$ cat config.mk
export PLATFORM = sky130hd
export DESIGN_NAME = segstream_decoder
export DESIGN_NICKNAME = d
export VERILOG_FILES = /design/src/rtl/segdec_pkg.sv /design/src/rtl/seg_hdr_check.sv /design/src/rtl/seg_byte_packer.sv /design/src/rtl/segstream_decoder.sv
export SDC_FILE = /design/constraint.sdc
export NUM_CORES = 1
export LEC_CHECK = 0
export BUFFER_PORTS_ARGS = -buffer_cell sky130_fd_sc_hd__buf_4
export CORE_MARGIN = 5
export CORE_UTILIZATION = 40
export DETAILED_ROUTE_END_ITERATION = 8
export PLACE_DENSITY = 0.71
export REMOVE_ABC_BUFFERS = 1
export SLEW_MARGIN = 20
export SYNTH_ARGS = -nofsm -noshare
export SYNTH_HDL_FRONTEND = slang
export SYNTH_SLANG_ARGS = --single-unit
$ cat constraint.sdc
create_clock -name clk -period 4 [get_ports clk]
set_input_delay 0.2 -clock clk [delete_from_list [all_inputs] [get_ports clk]]
set_output_delay 0.2 -clock clk [all_outputs]
set_load 0.005 [all_outputs]
$ cat src/rtl/segdec_pkg.sv
package segdec_pkg;
    // header bit positions that neighbouring logic decodes
    localparam int HB_DATA  = 0;
    localparam int HB_LAST  = 1;
    localparam int HB_PCTL  = 2;
    localparam int HB_PLEN  = 3;
    localparam int LEN_LO   = 4;
    localparam int LEN_W    = 12;
    localparam int META_LO  = 16;
    // remaining-byte counter: 4096 plus one guard bit
    localparam int REM_W    = LEN_W + 1;
endpackage

$ cat src/rtl/seg_hdr_check.sv
module seg_hdr_check
    import segdec_pkg::*;
(
    input  logic [15:0]      hdr_i,
    output logic             is_data_o,
    output logic             is_last_o,
    output logic             par_ok_o,
    output logic [LEN_W-1:0] len_m1_o
);
    logic ctl_ok;
    logic len_ok;

    always_comb begin
        is_data_o = hdr_i[HB_DATA];
        is_last_o = hdr_i[HB_LAST];
        len_m1_o  = hdr_i[LEN_LO +: LEN_W];
        ctl_ok    = hdr_i[HB_PCTL] == (hdr_i[HB_DATA] ^ hdr_i[HB_LAST]);
        len_ok    = hdr_i[HB_PLEN] == (^hdr_i[LEN_LO +: LEN_W]);
        par_ok_o  = ctl_ok && len_ok;
    end
endmodule

$ cat src/rtl/seg_byte_packer.sv
module seg_byte_packer #(
    parameter int BYTES  = 8,
    parameter int META_W = 10
) (
    input  logic                          clk,
    input  logic                          rst,
    input  logic                          push_valid_i,
    input  logic [BYTES*8-1:0]            push_data_i,
    input  logic [$clog2(2*BYTES+1)-1:0]  push_cnt_i,
    input  logic                          push_end_i,
    input  logic [META_W-1:0]             push_meta_i,
    output logic                          can_push_o,
    output logic                          out_valid_o,
    output logic [BYTES*8-1:0]            out_data_o,
    output logic [BYTES-1:0]              out_keep_o,
    output logic                          out_last_o,
    output logic [META_W-1:0]             out_meta_o,
    input  logic                          out_ready_i
);
    localparam int CNT_W = $clog2(2*BYTES+1);
    localparam int BUF_W = 2*BYTES*8;
    localparam logic [CNT_W-1:0] BEAT_N = CNT_W'(BYTES);

    typedef struct packed {
        logic [BUF_W-1:0]  store;
        logic [CNT_W-1:0]  cnt;
        logic              fin;
        logic [META_W-1:0] meta;
    } pk_t;

    pk_t q, d;

    logic             full_beat;
    logic [CNT_W-1:0] out_n;
    logic [CNT_W-1:0] pop_n;
    logic [CNT_W-1:0] cnt_p;
    logic [BUF_W-1:0] shifted;
    logic [BUF_W-1:0] incoming;

    always_comb begin
        d         = q;
        full_beat = q.cnt >= BEAT_N;
        out_valid_o = full_beat || (q.fin && (q.cnt != '0));
        out_n     = full_beat ? BEAT_N : q.cnt;
        out_last_o = q.fin && (q.cnt <= BEAT_N);
        for (int i = 0; i < BYTES; i++) begin
            out_keep_o[i] = CNT_W'(i) < out_n;
        end
        out_data_o = q.store[BYTES*8-1:0];
        out_meta_o = q.meta;
        can_push_o = !q.fin && (q.cnt <= BEAT_N);

        pop_n   = (out_valid_o && out_ready_i) ? out_n : '0;
        shifted = q.store >> {pop_n, 3'b000};
        cnt_p   = q.cnt - pop_n;
        if (out_valid_o && out_ready_i && out_last_o) begin
            d.fin = 1'b0;
        end

        incoming = '0;
        for (int k = 0; k < BYTES; k++) begin
            if (CNT_W'(k) < push_cnt_i) begin
                incoming[k*8 +: 8] = push_data_i[k*8 +: 8];
            end
        end
        if (push_valid_i) begin
            shifted = shifted | (incoming << {cnt_p, 3'b000});
            cnt_p   = cnt_p + push_cnt_i;
            d.meta  = push_meta_i;
            if (push_end_i) begin
                d.fin = 1'b1;
            end
        end
        d.store = shifted;
        d.cnt   = cnt_p;
    end

    always_ff @(posedge clk) begin
        if (rst) begin
            q <= '0;
        end else begin
            q <= d;
        end
    end

    AST_KEEP_PACKED: assert property (@(posedge clk) disable iff (rst)
        out_valid_o |-> (out_keep_o != '0) && ((out_keep_o & (out_keep_o + 1'b1)) == '0));
    AST_MID_BEAT_FULL: assert property (@(posedge clk) disable iff (rst)
        out_valid_o && !out_last_o |-> &out_keep_o);
    AST_STALL_HOLD: assert property (@(posedge clk) disable iff (rst)
        out_valid_o && !out_ready_i |=> out_valid_o && $stable(out_data_o)
            && $stable(out_keep_o) && $stable(out_last_o));
    AST_NO_OVERFLOW: assert property (@(posedge clk) disable iff (rst)
        q.cnt <= CNT_W'(2*BYTES));
endmodule

$ cat src/rtl/segstream_decoder.sv
module segstream_decoder
    import segdec_pkg::*;
#(
    parameter int SEG_CNT = 2,
    parameter int SEG_W   = 64,
    parameter int ID_W    = 4,
    parameter int DEST_W  = 4,
    parameter int USER_W  = 2
) (
    input  logic                     clk,
    input  logic                     rst,
    input  logic [SEG_CNT*SEG_W-1:0] seg_data_i,
    input  logic [SEG_CNT-1:0]       seg_valid_i,
    output logic [SEG_CNT-1:0]       seg_ready_o,
    output logic [SEG_W-1:0]         m_tdata,
    output logic [SEG_W/8-1:0]       m_tkeep,
    output logic                     m_tlast,
    output logic [ID_W-1:0]          m_tid,
    output logic [DEST_W-1:0]        m_tdest,
    output logic [USER_W-1:0]        m_tuser,
    output logic                     m_tvalid,
    input  logic                     m_tready,
    output logic                     hdr_err_o
);
    localparam int SB        = SEG_W / 8;
    localparam int META_W    = ID_W + DEST_W + USER_W;
    localparam int HDR_BYTES = (16 + META_W + 7) / 8;
    localparam int PTR_W     = (SEG_CNT > 1) ? $clog2(SEG_CNT) : 1;
    localparam int CNT_W     = $clog2(2*SB+1);
    localparam logic [REM_W-1:0] FIRST_ROOM = REM_W'(SB - HDR_BYTES);
    localparam logic [REM_W-1:0] SEG_ROOM   = REM_W'(SB);
    localparam logic [PTR_W-1:0] PTR_LAST   = PTR_W'(SEG_CNT - 1);

    typedef struct packed {
        logic [PTR_W-1:0]  ptr;
        logic              in_blk;
        logic [REM_W-1:0]  rem;
        logic              drop;
        logic              blk_last;
        logic [META_W-1:0] meta;
        logic              err;
    } seq_t;

    seq_t q, d;

    logic [SEG_W-1:0]  cur_seg;
    logic              hs;
    logic              can_push;
    logic              h_data, h_last, h_par_ok;
    logic [LEN_W-1:0]  h_len_m1;
    logic [REM_W-1:0]  total;
    logic [REM_W-1:0]  take;
    logic [REM_W-1:0]  rem_n;
    logic              push_valid;
    logic [SEG_W-1:0]  push_data;
    logic [CNT_W-1:0]  push_cnt;
    logic              push_end;
    logic [META_W-1:0] push_meta;
    logic [META_W-1:0] out_meta;

    always_comb begin
        cur_seg = seg_data_i[int'(q.ptr)*SEG_W +: SEG_W];
        hs      = seg_valid_i[q.ptr] && can_push;
        for (int s = 0; s < SEG_CNT; s++) begin
            seg_ready_o[s] = can_push && (q.ptr == PTR_W'(s));
        end
    end

    seg_hdr_check u_hdr (
        .hdr_i     (cur_seg[15:0]),
        .is_data_o (h_data),
        .is_last_o (h_last),
        .par_ok_o  (h_par_ok),
        .len_m1_o  (h_len_m1)
    );

    always_comb begin
        d          = q;
        d.err      = 1'b0;
        total      = {1'b0, h_len_m1} + 1'b1;
        take       = '0;
        rem_n      = q.rem;
        push_valid = 1'b0;
        push_data  = cur_seg;
        push_end   = 1'b0;
        push_meta  = q.meta;
        if (hs) begin
            d.ptr = (q.ptr == PTR_LAST) ? '0 : q.ptr + 1'b1;
            if (!q.in_blk) begin
                take       = (total > FIRST_ROOM) ? FIRST_ROOM : total;
                rem_n      = total - take;
                d.drop     = !h_par_ok || !h_data;
                d.err      = !h_par_ok;
                d.blk_last = h_last;
                d.meta     = cur_seg[META_LO +: META_W];
                push_meta  = cur_seg[META_LO +: META_W];
                push_data  = cur_seg >> (HDR_BYTES*8);
                push_valid = h_par_ok && h_data;
                push_end   = h_par_ok && h_data && h_last && (rem_n == '0);
            end else begin
                take       = (q.rem > SEG_ROOM) ? SEG_ROOM : q.rem;
                rem_n      = q.rem - take;
                push_valid = !q.drop;
                push_end   = !q.drop && q.blk_last && (rem_n == '0);
            end
            d.rem    = rem_n;
            d.in_blk = rem_n != '0;
        end
        push_cnt = CNT_W'(take);
    end

    always_ff @(posedge clk) begin
        if (rst) begin
            q <= '0;
        end else begin
            q <= d;
        end
    end

    seg_byte_packer #(
        .BYTES  (SB),
        .META_W (META_W)
    ) u_pack (
        .clk          (clk),
        .rst          (rst),
        .push_valid_i (push_valid),
        .push_data_i  (push_data),
        .push_cnt_i   (push_cnt),
        .push_end_i   (push_end),
        .push_meta_i  (push_meta),
        .can_push_o   (can_push),
        .out_valid_o  (m_tvalid),
        .out_data_o   (m_tdata),
        .out_keep_o   (m_tkeep),
        .out_last_o   (m_tlast),
        .out_meta_o   (out_meta),
        .out_ready_i  (m_tready)
    );

    assign m_tid     = out_meta[0 +: ID_W];
    assign m_tdest   = out_meta[ID_W +: DEST_W];
    assign m_tuser   = out_meta[ID_W+DEST_W +: USER_W];
    assign hdr_err_o = q.err;

    AST_ONE_LANE: assert property (@(posedge clk) disable iff (rst)
        $onehot0(seg_ready_o));
    AST_ERR_AFTER_HDR: assert property (@(posedge clk) disable iff (rst)
        hdr_err_o |-> $past(hs && !q.in_blk));
    AST_ERR_SILENT: assert property (@(posedge clk) disable iff (rst)
        hs && !q.in_blk && !h_par_ok |=> !q.in_blk || q.drop);
endmodule

; After elaboration in Yosys (flattened, before gate mapping)
; Index checks and enable logic that the tools add are counted.
; W data, S select, Z words.
[totals]
reg_bits = 172
wordCells = 107
[classes]
n_lt_le_gt_ge = 21
n_addsub = 6
n_bitwise = 5
eq_ne = 2
mux = 32
shift = 3
reduce_logical = 27
[ops]
columns = op, n
row1 = $mux W128, 1
row2 = $mux W64, 2
row3 = $or A128 B128 Y128, 1
row4 = $shiftx A128 B8 Y64, 1
row5 = $shl A64 B8 Y128, 1
row6 = $shr A128 B8 Y128, 1
row7 = $mux W8, 8
row8 = $mux W13, 4
row9 = $lt A3 B5 Y1 const A, 8
row10 = $logic_not A13 Y1, 2
row11 = $sub A13 B13 Y13, 2
row12 = $mux W5, 5
row13 = $lt A1 B5 Y1 const A, 4
row14 = $lt A2 B5 Y1 const A, 4
row15 = $mux W10, 2
row16 = $logic_and A1 B1 Y1, 14
row17 = $add A12 B1 Y13 const B, 1
row18 = $gt A13 B3 Y1 const B, 1
row19 = $gt A13 B4 Y1 const B, 1
row20 = $reduce_bool A13 Y1, 1
row21 = $reduce_xor A12 Y1, 1
row22 = $mux W11, 1
row23 = $mux W1, 9
row24 = $add A5 B5 Y5, 1
row25 = other kinds (13), 20

; Longest topological paths before layout
; Gate-level depths: netlist of run 1.
[depth]
word_depth = 11
mapped_depth = 24
mapped_depth_nobuf = 18

; By module
; Synthesis of run 1 repeated with hierarchy kept, for this count alone.
[hier_totals]
hier_cells = 2479
area_unflattened_um2 = 18311.3
[by_module_without_submodules]
columns = mod, cells_each, n_inst, seq_area_each_um2, area_per_inst_um2
row1 = seg_byte_packer, 1966, 1, 2882.8, 14392.6
row2 = segstream_decoder, 487, 1, 560.5, 3671.0
row3 = seg_hdr_check, 26, 1, 0.0, 247.7

; Worst setup path before layout of run 1
; OpenSTA, ideal clock, no wires.
[synth_timing]
kind = register to register
startpoint = reg q[27] (netlist name)
endpoint = reg u_pack.q[15] (netlist name)
path_slack_ps = -392
arrival_time_ps = 4264
stages_incl_launch_ff = 24
period_less_slack_ps = 4392
required_ps = 3872
path_cell_list = dfxtp_1 buf_6 buf_6 buf_6 buf_4 buf_2 mux2_2 ha_1 nand2_1 xnor2_1 or2_2 a2111oi_4 and2_1 buf_6 a32oi_1 nor2_1 ha_1 inv_1 fa_1 nor2b_1 o21ai_0 a21oi_1 xor2_1 nor2_1
[synth_via]
elab_chain_cells = 8
word_cells_on_any_way = 19
[synth_lines]
columns = element, line
row1 = start: declaration, segstream_decoder.sv:44  ; seq_t q, d;
row2 = start signal: assignment, segstream_decoder.sv:114  ; q <= '0;
row3 = start signal: assignment, segstream_decoder.sv:116  ; q <= d;
row4 = $shiftx A128 B8 Y64, segstream_decoder.sv:62  ; cur_seg = seg_data_i[int'(q.ptr)*SEG_W +: SEG_W];
row5 = "$add A12 B1 Y13, or another cell as far along", segstream_decoder.sv:80  ; total = {1'b0, h_len_m1} + 1'b1;
row6 = "$gt A13 B3 Y1, or another cell as far along", segstream_decoder.sv:90  ; take = (total > FIRST_ROOM) ? FIRST_ROOM : total;
row7 = $mux W13 or $logic_and A1 B1 Y1 (tied branches), "segstream_decoder.sv:90, seg_hdr_check.sv:19"
row8 = $mux W5 or $logic_and A1 B1 Y1 (tied branches), "segstream_decoder.sv:89, segstream_decoder.sv:98"
row9 = $mux W5 or $mux W1 (tied branches), "segstream_decoder.sv:87, segstream_decoder.sv:89"
row10 = $add A5 B5 Y5 or $mux W1 (tied branches), "seg_byte_packer.sv:68, segstream_decoder.sv:87"
row11 = $mux W5 (*), seg_byte_packer.sv:66  ; if (push_valid_i) begin
row12 = end: declaration, seg_byte_packer.sv:31  ; pk_t q, d;
; Every way passes the cells marked *; elsewhere a longest branch is shown, timed or not. The select of a mux whose other input is x is not followed.
; A chain may end at the register's enable or synchronous reset.

; Worst setup path after layout of run 1
[layout_timing]
startpoint = reg q[27] (netlist name)
endpoint = reg u_pack.q, in the netlist u_pack.out_data_o[61]
[layout_via]
elab_chain_cells = 11
word_cells_on_any_way = 38
[layout_lines]
columns = element, line
row1 = $shiftx A128 B8 Y64, segstream_decoder.sv:62
row2 = $add A12 B1 Y13, segstream_decoder.sv:80
row3 = $gt A13 B3 Y1, segstream_decoder.sv:90
row4 = $mux W13, segstream_decoder.sv:90
row5 = $mux W5, segstream_decoder.sv:89  ; if (!q.in_blk) begin
row6 = $mux W5, segstream_decoder.sv:87  ; if (hs) begin
row7 = "$lt A1 B5 Y1, or another cell as far along", seg_byte_packer.sv:62  ; if (CNT_W'(k) < push_cnt_i) begin
row8 = $mux W8, seg_byte_packer.sv:62
row9 = $shl A64 B8 Y128, seg_byte_packer.sv:67  ; shifted = shifted | (incoming << {cnt_p, 3'b000});
row10 = $or A128 B128 Y128, seg_byte_packer.sv:67
row11 = $mux W128 (*), seg_byte_packer.sv:66
; Marks and branches as above.

==> reports/qor.log, run 1 <==
qor: synthesis.parity_gate_share_of_the_synthesized_area_counting_xor_and_xnor_cells 1.984%
qor: routing.drt_via_density 6.530
qor: clocking.clkTransAtPathRegs 0.07 ns
qor: sta.max-slew-margin-rel 37.96%
qor: clocking.insertion_delay 0.48 ns
qor: power.total_switching_power 4.906 mW
qor: placement.detailedPlacementHpwl 60.76 mm
qor: sta.tightest_slew 0.9047 ns
qor: power.power.ir.vdd_worst 0.3511 mV
qor: final_layout.stdcell_area 0.01979 sq mm
qor: sta.rsz0062_at_grt true
qor: routing.vias 19,300
qor: clocking.max-clock-path-buffers 2
qor: clocking.cts_root_buf clkbuf_16
qor: synthesis.post_synth_fa_ha_maj_area_fraction 1.482%
qor: routing.drt_first_iter_violations 2,626
qor: final_layout.most_frequent_cells_in_the_layout buf_4 (404), nand2_1 (316), mux2i_1 (247)
qor: run.timing.max_cap.violations 0
qor: routing.detail_route.wirelength 82.29 mm
qor: synthesis.yosys_most_used_dff dfxtp_1
qor: worst_hold_path.hold-path-cell-count 2
qor: sta.min_period_over_period 98.89%
qor: die.fp.dieW 211.3 microns
qor: setup_path.cp-start-kind flop
qor: setup_path.crit_path_end_kind flop
qor: clocking.tritoncts_clock_tree built
qor: placement.port-buffer-count 219
qor: synthesis.postSynthAreaPerCell 7.275 sq um
qor: sta.setup_viol 0
qor: setup_path.path_class flop to flop
qor: placement.globalplace.congestion 1.042
qor: sta.clock_period_minus_final_worst_setup_slack 3.956 ns
qor: clocking.cts_made_buffers 17
qor: power.p_leak 8.730 nW
qor: synthesis.synth_top_area_share 21.24%
qor: synthesis.mappedNetlistArea 0.01621 sq mm
qor: clocking.tritoncts_num_sinks 172
qor: placement.placedInstanceArea 0.01875 sq mm
qor: setup_path.ff2ff_path_depth 15
qor: grt.first_pass_grt_wire_length 119.0 mm
qor: power.comb_power_share 61.3%
qor: synthesis.post_synth_inst_count 2,228
qor: grt.gr-total-overflow 0
qor: final_layout.post-route-util 49.58%
qor: sta.report.final.slew_viol_count 0
qor: sta.worst_clock_skew 0.01174 ns
qor: grt.grt_busiest_layer met2
qor: routing.firstDrtPassIters 8
qor: final_layout.flow.area_growth_from_synthesis 22.09%
qor: final_layout.drive_above_1_share 23.49%
qor: die.num_io_pins 220
qor: setup_path.timing.critical_path.fanout_max 7
qor: grt.globalRouteMet1Util 45.40%
qor: grt.grt_util_met3 8.239%
qor: synthesis.synth.yosys.seq_area_share 21.24%
qor: power.power.clock.fraction 16.4%
qor: synthesis.synth_edf_count 0
qor: clocking.holdBufCountCts 0
qor: die.core-area 0.03991 sq mm
qor: grt.track_usage 34.97%
qor: routing.drc 0
qor: clocking.htreeDepth 4
qor: synthesis.ys_async_sr_fraction 0%
qor: sta.fmax 252.8 MHz
qor: die.design.die.area 0.04465 sq mm
qor: grt.first_global_vias 18,380
qor: setup_path.timing.critical_path.arrival 4.35 ns
qor: sta.timing_hold_violations_final 0
qor: routing.wire_per_inst 27.84 microns
qor: synthesis.post-synth-top-area-cell dfxtp_1
qor: power.design_internal_power 5.030 mW
qor: synthesis.post_synth_and_or_nand_nor_area_fraction 21.61%
qor: synthesis.post_synth_num_cell_types 97
qor: grt.grt_start_max_net_pins 113
qor: synthesis.synth_warnings 0
qor: final_layout.mostFrequentLayoutCell buf_4
qor: synthesis.muxShareOfSynthArea 17.34%
qor: worst_hold_path.worstHoldPathType primary input to flop
qor: power.share_of_total_power_in_sequential_cells 22.3%
qor: routing.drtAntennaViolNets 0
qor: final_layout.design.final.nets 2,570
qor: die.std_cell_rows 73
qor: synthesis.synth_top_family_by_area compound AO/OA/AOI/OAI gates
qor: die.start_util 40.61%
qor: synthesis.synthesized_area_fraction_occupied_by_ao_oa_aoi_and_oai_cells 27.59%
qor: power.switching_share 49.38%
qor: final_layout.diodes 0
qor: setup_path.cp.required 4.39 ns
qor: synthesis.flop_and_latch_count_out_of_synthesis 172
qor: power.powerDensity 502.1 mW/mm^2
qor: synthesis.synth.top_cells.by_area dfxtp_1 (21%), mux2i_1 (15%), nand2_1 (7.5%), nor2_1 (5.4%), a21oi_1 (5.4%)
qor: die.die_height 211.3 microns
qor: grt.grt_antenna_before_repair 1
qor: status.run_status complete, no violations
qor: grt.gr-usage-met2 54.24%
[registers in the layout (all words and copies together) (netlist names)]
| signal | count |
|---|---|
| u_pack.out_data_o | 64 |
| u_pack.out_meta_o | 10 |
| u_pack.q | 70 |
| q | 27 |
| hdr_err_o | 1 |
[cell type report]
class / instances / area (sq um)
multi-input cells: 1773 / 11690
well taps: 525 / 656.9
flip-flops and latches: 172 / 3447
clock buffers: 20 / 446.7
inverters: 36 / 140.1
fillers: 3916 / 20120
clock inverters: 11 / 87.58
repair buffers: 419 / 3319
[metal layers]
layer  up-vias  share of wire (%)
met4         0                6.0
met2      1366                 44
met5         -                  0
li1       8531                  -
met1      9126                 39
met3       279                 11
[through the flow]
stage	power, mW	worst slack [ns]	instances	TNS, ns	hold slack, ns
floorplan	5.300	-6.750	1981	-869.43	0.2691
global placement	7.878	0.02587	2906	0	0.4555
detailed placement	7.902	-0.03862	2906	-0.04419	0.4694
CTS	9.530	0.001142	2937	0	0.1299
global route	10.36	-0.08817	2956	-0.1484	0.1240
finish	9.936	0.04432	2956	0	0.1213
[power groups by stage]
stage                     clock network (mW)  logic, mW  registers (mW)
final                                   1.63       6.09            2.22
after global routing                    1.71       6.40            2.25
after global placement                     0       5.64            2.24
after detailed placement                   0       5.65            2.25
after CTS                               1.64       5.68            2.21
after floorplan                            0       3.05            2.25
[synth_stat cells (11+ instances only)]
master,n
a211oi_1,23
a21oi_1,174
a221o_1,15
a221oi_1,25
a311oi_1,14
a31o_2,12
a31oi_1,28
and3_1,27
buf_1,19
buf_2,18
buf_4,75
clkbuf_1,130
dfxtp_1,172
ha_1,16
inv_1,31
mux2_2,22
mux2i_1,249
nand2_1,322
nand2b_1,14
nand3_1,70
nand4_1,19
nor2_1,234
nor3_1,37
nor4_1,12
o21a_1,14
o21ai_0,94
o21ai_1,21
o221ai_1,29
o22ai_1,75
o32ai_1,17
or3_1,11
xnor2_1,20
xor2_1,13
[kinds of logic after synthesis]
family / count (synthesis)
muxes: 275
DFF: 172
adders and majority gates: 18
and+or+nand+nor: 792
AOI/OAI and AO/OA: 651
xor gates and xnor gates: 35
buffers and inverters: 284
other: 1
[final timing paths]
kind	slack, ns	end	startpoint
min	0.12	q[27]	seg_valid_i[1]
min reg2reg	0.48	q[7]	q[7]
max	0.04	u_pack.out_data_o[61]	q[27]
max reg2reg	0.04	u_pack.out_data_o[61]	q[27]
[timing repair]
item	in CTS	in global routing
gates resized for setup	1	71
setup buffers	0	18
pin swaps	0	16
endpoints found under the setup margin	3	104
cloned	0	1
hold endpoints to repair	0	0
[critical path, stage by stage, from the launching register on]
cell and delay, ns:
dfxtp_4 0.43, buf_4 0.14, mux2_4 0.32, ha_4 0.19, and4_4 0.22, a211oi_2 0.24
o2111ai_2 0.18, a211oi_4 0.34, buf_4 0.18, a31oi_1 0.12, a21o_1 0.30, or2_2 0.34
buf_12 0.15, o22ai_1 0.33, o21ai_1 0.17, o221ai_1 0.21
Note: power is estimated with default switching activity, not from simulation.
==> inputs of run 2 (changes only) <==
--- a/config.mk
+++ b/config.mk
@@ -7,9 +7,9 @@
 export LEC_CHECK = 0
 export BUFFER_PORTS_ARGS = -buffer_cell sky130_fd_sc_hd__buf_4
 export CORE_MARGIN = 5
-export CORE_UTILIZATION = 40
+export CORE_UTILIZATION = 54
 export DETAILED_ROUTE_END_ITERATION = 8
-export PLACE_DENSITY = 0.71
+export PLACE_DENSITY = 0.89
 export REMOVE_ABC_BUFFERS = 1
 export SLEW_MARGIN = 20
 export SYNTH_ARGS = -nofsm -noshare
==> run 2 against run 1 <==
Net effect:
- the flow now finishes with violations (design-rule violations)
- sequential share of layout area is 0.38 points higher
- worst setup slack improved by 0.0076 ns
- final area shrank 2.1%
- final cell count decreased by 4.9%
- count of clock-buffer cells in the layout down 1
- die area shrank 25%
- clock skew down 0.0017 ns
- first-iteration DRC count is 24% higher
- fmax up 0.19%
- clock power rose by 10%
- core utilization up 16 points
- critical path depth shrank 1
- critical path type unchanged
- largest cell class unchanged
==> reports/qor.log, run 2 (synthesized netlist as in run 1, its figures left out) <==
qor: grt.first_global_vias 19,030
qor: status.violated_checks design-rule violations
qor: grt.gr-total-overflow 0
qor: sta.tightest_slew 1.306 ns
qor: grt.track_usage 44.43%
qor: power.switching_share 49.35%
qor: die.fp.dieW 183.3 microns
qor: final_layout.multi_input_area 0.01152 sq mm
qor: power.power.clock.fraction 18.1%
qor: power.post-layout-total-power 9.941 mW
qor: final_layout.most_frequent_cells_in_the_layout buf_4 (396), nand2_1 (320), mux2i_1 (248)
qor: sta.max-slew-margin-rel 12.63%
qor: final_layout.largest_reg_flops 70
qor: power.comb_power_share 59.7%
qor: grt.gr-usage-met2 68.81%
qor: setup_path.crit_path_end_kind flop
qor: grt.grt_busiest_layer met2
qor: placement.preCtsSetupSlack -0.1407 ns
qor: final_layout.design.final.nets 2,559
qor: routing.wire_per_inst 27.98 microns
qor: die.die_height 183.3 microns
qor: setup_path.timing.critical_path.fanout_max 8
qor: sta.worst_clock_skew 0.01002 ns
qor: die.start_util 54.69%
qor: sta.fmax 253.3 MHz
qor: sta.worst_slack 0.05189 ns
qor: placement.globalplace.congestion 1.116
qor: final_layout.flow.area_growth_from_synthesis 19.51%
qor: grt.first_pass_grt_wire_length 115.5 mm
qor: final_layout.drive_above_1_share 22.51%
qor: routing.drt_via_density 7.069
qor: power.design_internal_power 5.035 mW
qor: sta.min_period_over_period 98.70%
qor: die.core-area 0.02964 sq mm
qor: power.share_of_total_power_in_sequential_cells 22.2%
qor: clocking.tritoncts_clock_tree built
qor: clocking.insertion_delay 0.46 ns
qor: grt.globalRouteMet1Util 55.22%
qor: routing.drt_first_iter_violations 3,269
qor: final_layout.diodes 0
qor: die.design.die.area 0.03358 sq mm
qor: routing.vias 19,870
qor: final_layout.mostFrequentLayoutCell buf_4
qor: sta.clock_period_minus_final_worst_setup_slack 3.948 ns
qor: status.run_status finished, violations left
qor: power.total_switching_power 4.906 mW
qor: clocking.max-clock-path-buffers 2
qor: routing.firstDrtPassIters 9
qor: routing.detail_route.wirelength 78.65 mm
qor: placement.detailedPlacementHpwl 57.16 mm
qor: placement.placed_instances 2,768
qor: run.timing.max_cap.violations 0
qor: power.p_leak 8.640 nW
qor: grt.grt_antenna_before_repair 4
qor: grt.grt_util_met3 14.28%
qor: die.std_cell_rows 63
qor: routing.drtAntennaViolNets 0
qor: final_layout.layout.cells.non_filler 2,811
qor: die.num_io_pins 220
qor: clocking.htreeDepth 4
qor: setup_path.cp-start-kind flop
qor: placement.port-buffer-count 219
qor: power.powerDensity 513.1 mW/mm^2
qor: sta.setup_viol 0
qor: setup_path.path_class flop to flop
qor: routing.drc 24
qor: worst_hold_path.worstHoldPathType primary input to flop
qor: setup_path.cp.required 4.32 ns
qor: grt.grt_start_max_net_pins 95
qor: clocking.cts_root_buf clkbuf_16
qor: sta.fin_setup_tns 0 ns
qor: setup_path.timing.critical_path.arrival 4.27 ns
qor: clocking.clkTransAtPathRegs 0.08 ns
qor: clocking.tritoncts_num_sinks 172
qor: clocking.cts_made_buffers 17
qor: final_layout.max_flop_register u_pack.q
qor: final_layout.final.fill_count 2,577
qor: power.power.ir.vdd_worst 0.4043 mV
qor: sta.report.final.slew_viol_count 0
qor: final_layout.area.sequential 0.003447 sq mm
qor: sta.timing_hold_violations_final 0
-- run 2: cell types whose count changed in the layout (fill, tap and decap cells not counted), sizes merged --
cell,before,now
bufinv,0,1
clkinv,6,4
inv,39,43
buf,418,408
clkinvlp,2,1
clkbuf,21,19
-- run 2: worst max-delay path, cell delays in order, from the launching register on --
cell and delay (ns):
dfxtp_4 0.43, buf_6 0.12, mux2_4 0.32, ha_1 0.20, nand3_1 0.11, xor2_1 0.11
or2_4 0.28, a2111oi_4 0.31, buf_4 0.21, nand2_4 0.09, a21oi_4 0.32, o21ai_1 0.31
o21ai_0 0.44, o2bb2ai_1 0.16, o32ai_1 0.40
-- run 2: final cells by class --
class | instances | share of cell area [%]
Clock inverter | 13 | 0.7815
Tap cell | 390 | 2.519
Clock buffer | 19 | 2.286
Inverter | 36 | 0.7234
Multi-Input combinational cell | 1773 | 59.49
Timing Repair Buffer | 408 | 16.41
Sequential cell | 172 | 17.79
-- run 2: timing repair --
item / 4_1_cts / 5_1_grt
gates resized for setup: 4 / 30
setup buffers: 4 / 7
endpoints found under the setup margin: 6 / 59
pin swaps: 2 / 15
hold buffers: 0 / 0
cloned: 0 / 0
-- run 2: final timing paths --
check | from | endpoint | slack (ns) | depth (start not counted)
max reg2reg | q[27] | u_pack.q[85] | 0.05 | 14
min reg2reg | q[1] | q[1] | 0.48 | 2
min | seg_valid_i[1] | q[27] | 0.14 | 2
max | q[27] | u_pack.q[85] | 0.05 | 14
-- run 2: layer usage --
metal | share of wire (%) | routed length [microns]
met1 | 36 | 28680
met2 | 43 | 33460
met3 | 14 | 10830
met4 | 7.1 | 5552
met5 | 0.16 | 129
-- run 2: power by group through the flow --
stage                     registers [mW]  logic [mW]  clock network [mW]
after floorplan                     2.25        3.05                   0
after global placement              2.22        5.50                   0
after detailed placement            2.23        5.54                   0
after CTS                           2.19        5.60                1.78
after global routing                2.24        6.18                1.85
final                               2.21        5.94                1.80
-- run 2: stage by stage --
step / hold slack [ns] / utilization, % / area [sq um]
finish: 0.1412 / 65.36 / 19370
global route: 0.1180 / 65.36 / 19370
CTS: 0.1205 / 64.77 / 19200
detailed placement: 0.4677 / 62.59 / 18550
global placement: 0.4588 / 62.59 / 18550
floorplan: 0.2691 / - / 14930
